<file path="config.mk">
export PLATFORM = sky130hd
export DESIGN_NAME = qpa_axis
export DESIGN_NICKNAME = d
export VERILOG_FILES = /design/src/rtl/qpa_pkg.sv /design/src/rtl/qpa_sync.sv /design/src/rtl/qpa_decode.sv /design/src/rtl/qpa_counter.sv /design/src/rtl/qpa_snap.sv /design/src/rtl/qpa_axis.sv
export SDC_FILE = /design/constraint.sdc
export NUM_CORES = 1
export LEC_CHECK = 0
export CORE_MARGIN = 3
export CORE_UTILIZATION = 46
export DETAILED_ROUTE_END_ITERATION = 8
export DONT_BUFFER_PORTS = 1
export GPL_TIMING_DRIVEN = 0
export PLACE_DENSITY = 0.63
export SLEW_MARGIN = 25
export SYNTH_ARGS = -nofsm -noshare
export SYNTH_HDL_FRONTEND = slang
export SYNTH_SLANG_ARGS = --single-unit
</file>
<file path="constraint.sdc">
create_clock -name clk -period 3.8 [get_ports clk]
set_input_delay 0.57 -clock clk [delete_from_list [all_inputs] [get_ports clk]]
set_output_delay 0.57 -clock clk [all_outputs]
set_load 0.03 [all_outputs]
</file>
<file path="src/rtl/qpa_pkg.sv">
package qpa_pkg;
  localparam int unsigned CNT_W_DEF = 24;

  typedef enum logic [1:0] {
    STEP_NONE = 2'd0,
    STEP_UP   = 2'd1,
    STEP_DN   = 2'd2,
    STEP_BAD  = 2'd3
  } step_e;
endpackage

</file>
<file path="src/rtl/qpa_sync.sv">
module qpa_sync #(
  parameter int unsigned WIDTH  = 3,
  parameter int unsigned STAGES = 2
) (
  input  logic             clk,
  input  logic             rst_n,
  input  logic [WIDTH-1:0] async_i,
  output logic [WIDTH-1:0] sync_o
);
  logic [WIDTH-1:0] stage_q [STAGES];

  genvar gi;
  generate
    for (gi = 0; gi < STAGES; gi++) begin : g_stage
      logic [WIDTH-1:0] stage_d;
      if (gi == 0) begin : g_first
        assign stage_d = async_i;
      end else begin : g_rest
        assign stage_d = stage_q[gi-1];
      end
      always_ff @(posedge clk or negedge rst_n) begin
        if (!rst_n) stage_q[gi] <= '0;
        else        stage_q[gi] <= stage_d;
      end
    end
  endgenerate

  assign sync_o = stage_q[STAGES-1];
endmodule

</file>
<file path="src/rtl/qpa_decode.sv">
module qpa_decode
  import qpa_pkg::*;
(
  input  logic  clk,
  input  logic  rst_n,
  input  logic  a_s,
  input  logic  b_s,
  input  logic  idx_s,
  output step_e step_o,
  output logic  idx_rise_o
);
  logic a_prev_q, b_prev_q, idx_prev_q;
  step_e step_d;

  always_ff @(posedge clk or negedge rst_n) begin
    if (!rst_n) begin
      a_prev_q   <= 1'b0;
      b_prev_q   <= 1'b0;
      idx_prev_q <= 1'b0;
    end else begin
      a_prev_q   <= a_s;
      b_prev_q   <= b_s;
      idx_prev_q <= idx_s;
    end
  end

  always_comb begin
    logic ch_a, ch_b;
    ch_a = a_s ^ a_prev_q;
    ch_b = b_s ^ b_prev_q;
    step_d = STEP_NONE;
    if (ch_a && ch_b)    step_d = STEP_BAD;
    else if (ch_a || ch_b) begin
      // forward order 00->01->11->10: new A equals old B
      if (a_s == b_prev_q) step_d = STEP_UP;
      else                 step_d = STEP_DN;
    end
  end

  assign step_o     = step_d;
  assign idx_rise_o = idx_s & ~idx_prev_q;

  // a step that changes both channels is never reported as motion
  p_bad_not_counted_r3: assert property (@(posedge clk) disable iff (!rst_n)
    ((a_s != a_prev_q) && (b_s != b_prev_q)) |-> (step_o == STEP_BAD));
  // a direction is reported only when exactly one channel moved
  p_single_edge_r2: assert property (@(posedge clk) disable iff (!rst_n)
    (step_o == STEP_UP || step_o == STEP_DN) |-> $countones({a_s ^ a_prev_q, b_s ^ b_prev_q}) == 1);
endmodule

</file>
<file path="src/rtl/qpa_counter.sv">
module qpa_counter
  import qpa_pkg::*;
#(
  parameter int unsigned CNT_W = CNT_W_DEF
) (
  input  logic             clk,
  input  logic             rst_n,
  input  step_e            step_i,
  input  logic             idx_rise_i,
  input  logic             preset_en,
  input  logic             load_hold,
  input  logic [CNT_W-1:0] load_val,
  input  logic [CNT_W-1:0] preset_val,
  output logic [CNT_W-1:0] count_o
);
  localparam logic [CNT_W-1:0] ONE = CNT_W'(1);

  logic [CNT_W-1:0] count_q, count_d;
  logic             count_en;
  logic             preset_hit;

  assign preset_hit = preset_en & idx_rise_i;

  always_comb begin
    count_en = 1'b1;
    count_d  = count_q;
    if (load_hold)                count_d = load_val;
    else if (preset_hit)          count_d = preset_val;
    else if (step_i == STEP_UP)   count_d = count_q + ONE;
    else if (step_i == STEP_DN)   count_d = count_q - ONE;
    else                          count_en = 1'b0;
  end

  always_ff @(posedge clk or negedge rst_n) begin
    if (!rst_n)        count_q <= '0;
    else if (count_en) count_q <= count_d;
  end

  assign count_o = count_q;

  // level-held load forces the count regardless of other events
  p_load_wins_r8: assert property (@(posedge clk) disable iff (!rst_n)
    load_hold |=> (count_q == $past(load_val)));
  // index preset beats a count edge
  p_preset_wins_r9: assert property (@(posedge clk) disable iff (!rst_n)
    (!load_hold && preset_en && idx_rise_i) |=> (count_q == $past(preset_val)));
  // an up step is modulo 2^CNT_W
  p_up_wrap_r4: assert property (@(posedge clk) disable iff (!rst_n)
    (!load_hold && !preset_hit && step_i == STEP_UP) |=> (count_q == $past(count_q) + ONE));
  // with no event the count holds
  p_idle_hold_r3: assert property (@(posedge clk) disable iff (!rst_n)
    (!load_hold && !preset_hit && (step_i == STEP_NONE || step_i == STEP_BAD)) |=> $stable(count_q));
endmodule

</file>
<file path="src/rtl/qpa_snap.sv">
module qpa_snap #(
  parameter int unsigned CNT_W = 24
) (
  input  logic             clk,
  input  logic             rst_n,
  input  logic [CNT_W-1:0] count_i,
  input  logic             idx_rise_i,
  input  logic             latch_req,
  input  logic             sel_index,
  input  logic             sense_rd,
  output logic [CNT_W-1:0] hold_o,
  output logic             sense_o
);
  logic [CNT_W-1:0] hold_q;
  logic             sense_q, sense_d;
  logic             capture;
  logic             sense_set;

  assign capture   = sel_index ? idx_rise_i : latch_req;
  assign sense_set = sel_index & idx_rise_i;

  always_comb begin
    sense_d = sense_q;
    if (sense_set)     sense_d = 1'b1;
    else if (sense_rd) sense_d = 1'b0;
  end

  always_ff @(posedge clk or negedge rst_n) begin
    if (!rst_n)       hold_q <= '0;
    else if (capture) hold_q <= count_i;
  end

  always_ff @(posedge clk or negedge rst_n) begin
    if (!rst_n) sense_q <= 1'b0;
    else        sense_q <= sense_d;
  end

  assign hold_o  = hold_q;
  assign sense_o = sense_q;

  // strobe capture takes the count of that cycle
  p_strobe_capture_r5: assert property (@(posedge clk) disable iff (!rst_n)
    (!sel_index && latch_req) |=> (hold_q == $past(count_i)));
  // with index selected, the strobe alone changes nothing
  p_strobe_ignored_r6: assert property (@(posedge clk) disable iff (!rst_n)
    (sel_index && !idx_rise_i) |=> $stable(hold_q));
  // a read with no new index clears the flag
  p_sense_clear_r7: assert property (@(posedge clk) disable iff (!rst_n)
    (sense_rd && !(sel_index && idx_rise_i)) |=> !sense_q);
  // the flag rises only on a selected index event
  p_sense_source_r7: assert property (@(posedge clk) disable iff (!rst_n)
    $rose(sense_q) |-> $past(sel_index && idx_rise_i));
endmodule

</file>
<file path="src/rtl/qpa_axis.sv">
module qpa_axis
  import qpa_pkg::*;
#(
  parameter int unsigned CNT_W       = CNT_W_DEF,
  parameter int unsigned SYNC_STAGES = 2
) (
  input  logic             clk,
  input  logic             rst_n,
  input  logic             enc_a,
  input  logic             enc_b,
  input  logic             enc_idx,
  input  logic             latch_req,
  input  logic             sel_index,
  input  logic             preset_en,
  input  logic             load_hold,
  input  logic [CNT_W-1:0] load_val,
  input  logic [CNT_W-1:0] preset_val,
  input  logic             sense_rd,
  output logic [CNT_W-1:0] hold_q,
  output logic             sense_q
);
  localparam int unsigned N_SYNC = 3;

  logic [N_SYNC-1:0] raw_in, sync_in;
  step_e             step;
  logic              idx_rise;
  logic [CNT_W-1:0]  count;

  assign raw_in = {enc_idx, enc_b, enc_a};

  qpa_sync #(.WIDTH(N_SYNC), .STAGES(SYNC_STAGES)) u_sync (
    .clk(clk), .rst_n(rst_n), .async_i(raw_in), .sync_o(sync_in)
  );

  qpa_decode u_decode (
    .clk(clk), .rst_n(rst_n),
    .a_s(sync_in[0]), .b_s(sync_in[1]), .idx_s(sync_in[2]),
    .step_o(step), .idx_rise_o(idx_rise)
  );

  qpa_counter #(.CNT_W(CNT_W)) u_counter (
    .clk(clk), .rst_n(rst_n), .step_i(step), .idx_rise_i(idx_rise),
    .preset_en(preset_en), .load_hold(load_hold),
    .load_val(load_val), .preset_val(preset_val), .count_o(count)
  );

  qpa_snap #(.CNT_W(CNT_W)) u_snap (
    .clk(clk), .rst_n(rst_n), .count_i(count), .idx_rise_i(idx_rise),
    .latch_req(latch_req), .sel_index(sel_index), .sense_rd(sense_rd),
    .hold_o(hold_q), .sense_o(sense_q)
  );
endmodule

</file>
==> impl_metrics.yaml <==
outcome:
  outcome: "finished clean"
synthesis:
  seq_area_frac_synth_pct: 35.9
  synthArstFlopShare_pct: 100
  synth_nets: 534
  ys_seq_elements: 58
  ys_warn_count: 0
  synthDistinctLibCells: 59
  avgSynthCellArea_um2: 9.03
  ys.flop_type: "dfrtp_1"
  synth_edf_count: 0
  syn_inst: 448
  syn_area_mm2: 0.00404
die:
  dieArea_mm2: 0.00995
  core_area_mm2: 0.00838
  core.rowCount: 33
  pin_count: 83
  fp.dieH_um: 99.8
  start_util_pct: 48.2
  die_w_um: 99.8
critical_path:
  critical_path_class: "reg -> reg"
  cp_max_fo: 13
  r2r_slack_ps: 320
  critPathLaunchType: "flop"
  required_ps: 4070
  r2r_cells: 15
  endpoint_kind: "flop"
  arrival_ps: 3760
placed_design:
  pre_cts_ws_ps: -129
  port_buffers: 0
  place.gp.congestion: 0.922
  dp_cells: 553
  post-dp-hpwl_um: 8590
power_and_ir_drop:
  vdd_ir_drop_max_mv: 0.354
  power_density_mw_per_mm2: 759
  leakage_nw: 1.87
sta:
  rsz0062_at_grt: "no"
  finalMaxSlewViolations: 0
  max_slew_margin_pct: 35.5
  post-route-period-util_pct: 91.7
  final-setup-viol-count: 0
  timing.hold.ws_ps: 76.7
  fmax_ghz: 0.287
  skew_ps: 10.5
  finalHoldViolations: 0
  worst_pin_slew_ps: 958
  tns_ps: 0
  layout_setup_ws_ps: 316
  finalCriticalPeriod_ps: 3480
cells_and_area:
  diodes: 0
  multi_input_area_mm2: 0.00244
  regArea_mm2: 0.00145
  finalNonFillerCells: 576
  nets: 552
  final_util_pct: 53.4
  area_growth_pct: 10.6
  n_fill_cell: 781
  drive_gt1_share_pct: 15.3
drt:
  route.final.wire_length_um: 12200
  first_pass_iters: 5
  drc: 0
  antenna_left: 0
  dr_total_vias: 3701
  viasPerCell: 6.43
  drt_iter0_markers: 316
  wire_per_inst_um: 21.3
clock_network:
  cts_root_buffer: "clkbuf_8"
  insertion_delay_ps: 360
  cts_tree: "done"
  cts.path.max_buffers: 2
  clock-sinks: 58
  clk_pin_slew_ps: 80
  cts_buffers: 9
  cts_htree_levels: 3
grt:
  grt_pass1_wl_um: 19100
  grtUsageTotal_pct: 24.9
  antenna_found_initial: 1
  grt_pass1_vias: 3610
  grt_max_degree: 59
  grt-ovfl-total: 0
run:
  cap_violations: 0
min_path:
  holdCritPathClass: "in -> async"
==> where the power goes <==
group / switching, mW / internal, mW
logic: 0.904 / 0.667
clock network: 0.300 / 0.307
registers: 0.397 / 0.822
total: 1.60 / 1.80
==> critical path, cell delays in order (launching register included) <==
cell	delay, ps
dfrtp_1	460
nor2_1	150
o21ai_0	110
o21a_1	130
inv_1	70
ha_2	290
clkinvlp_4	130
buf_12	160
ha_1	260
buf_2	190
a21oi_1	260
o22ai_1	170
o22ai_1	230
mux2_2	360
a211o_1	240
a21oi_1	170
==> path summary, 6_finish.rpt <==
check	to	from
setup reg to reg	u_counter.count_o[21]	u_sync.sync_o[0]
max in group asynchronous	u_counter.count_o[11]	rst_n
min in group clk	u_sync.g_stage[1].stage_d[0]	enc_a
hold / removal	u_sync.sync_o[1]	rst_n
setup / recovery	u_counter.count_o[21]	u_sync.sync_o[0]
hold reg to reg	u_sync.sync_o[2]	u_sync.g_stage[1].stage_d[2]
==> timing repair <==
| item | 4_1_cts | 5_1_grt |
|---|---|---|
| buffers inserted | 0 | 5 |
| hold endpoints to repair | 58 | 0 |
| hold buffers | 1 | 0 |
| resized for setup | 2 | 2 |
| endpoints found under the setup margin | 10 | 15 |
| cloned | 1 | 0 |
==> cells in the final DEF (no fill, tap or decap), drive strengths merged, types with 15 or more instances in the layout <==
cell     n
nor2    27
nand2   43
o21ai   33
a21oi   38
ha      27
clkbuf  19
inv     15
nand3   17
mux2    25
dfrtp   58
buf     19
==> sequential cells by signal, indices dropped and copies added, names as in the netlist <==
name,count
u_snap.hold_o,24
u_decode.a_prev_q,1
u_decode.b_prev_q,1
u_sync.g_stage.stage_d,3
u_decode.idx_prev_q,1
u_sync.sync_o,3
u_snap.sense_o,1
u_counter.count_o,24
==> cell families after synthesis <==
group | count (synthesis) | synth area share [%]
XOR/XNOR | 9 | 1.95
AND/OR/NAND/NOR | 134 | 16.4
flip-flops | 58 | 35.9
multiplexers | 32 | 8.69
AO/OA/AOI/OAI | 149 | 24.2
buffers and inverters | 38 | 3.99
adder cells (fa/ha/maj) | 28 | 8.85
==> final cells by class <==
type / instances / area share, %
sequential: 58 / 32.4
timing repair buffer: 6 / 1.73
inverter: 15 / 1.34
clock inverter: 7 / 1.76
timing repair inverter: 1 / 0.168
buffer: 23 / 2.35
multi-input combinational: 352 / 54.5
clock buffer: 9 / 2.77
tap: 105 / 2.94
==> stage by stage <==
| stage | cell area [um^2] | total power [mW] |
|---|---|---|
| global placement | 4180 | 2.70 |
| detailed placement | 4180 | 2.74 |
| floorplan | 4040 | 2.39 |
| finish | 4470 | 3.40 |
| global route | 4470 | 3.64 |
| CTS | 4420 | 3.38 |
==> metal layers <==
metal | up-vias | GRT usage [%] | routed length, um | share of wire (%)
met5 | - | 0 | 7 | 0.057
met4 | 2 | 8.93 | 201 | 1.6
li1 | 1721 | - | - | -
met2 | 159 | 39.4 | 5740 | 47
met3 | 20 | 5.61 | 1100 | 9.0
met1 | 1799 | 33.5 | 5190 | 42
==> cell usage after synthesis (3+ instances only) <==
| master | number | area (um^2) |
|---|---|---|
| nor4_1 | 4 | 25.0 |
| mux2i_1 | 7 | 70.1 |
| a211oi_1 | 7 | 52.6 |
| mux2_2 | 25 | 282 |
| clkbuf_1 | 10 | 37.5 |
| xor2_1 | 3 | 26.3 |
| and4_1 | 3 | 26.3 |
| xnor2_1 | 6 | 52.6 |
| a21o_1 | 6 | 45.0 |
| nand2_1 | 43 | 161 |
| o21ai_0 | 32 | 160 |
| or3_1 | 5 | 31.3 |
| inv_1 | 15 | 56.3 |
| o221ai_1 | 5 | 43.8 |
| a31oi_1 | 8 | 50.1 |
| dfrtp_1 | 58 | 1450 |
| a2bb2oi_1 | 3 | 26.3 |
| and3_1 | 5 | 31.3 |
| buf_2 | 9 | 45.0 |
| o211ai_1 | 7 | 52.6 |
| a21oi_1 | 37 | 185 |
| ha_1 | 27 | 338 |
| nand4_1 | 5 | 31.3 |
| a221o_1 | 4 | 40.0 |
| nor2_1 | 27 | 101 |
| a211o_1 | 4 | 35.0 |
| o21a_1 | 7 | 52.6 |
| or2_2 | 4 | 25.0 |
| nor3_1 | 7 | 35.0 |
| o31ai_1 | 4 | 30.0 |
| nand3_1 | 17 | 85.1 |
| buf_1 | 3 | 11.3 |
| o22ai_1 | 7 | 43.8 |
| o21bai_1 | 3 | 22.5 |
(Power assumes the default switching activity.)
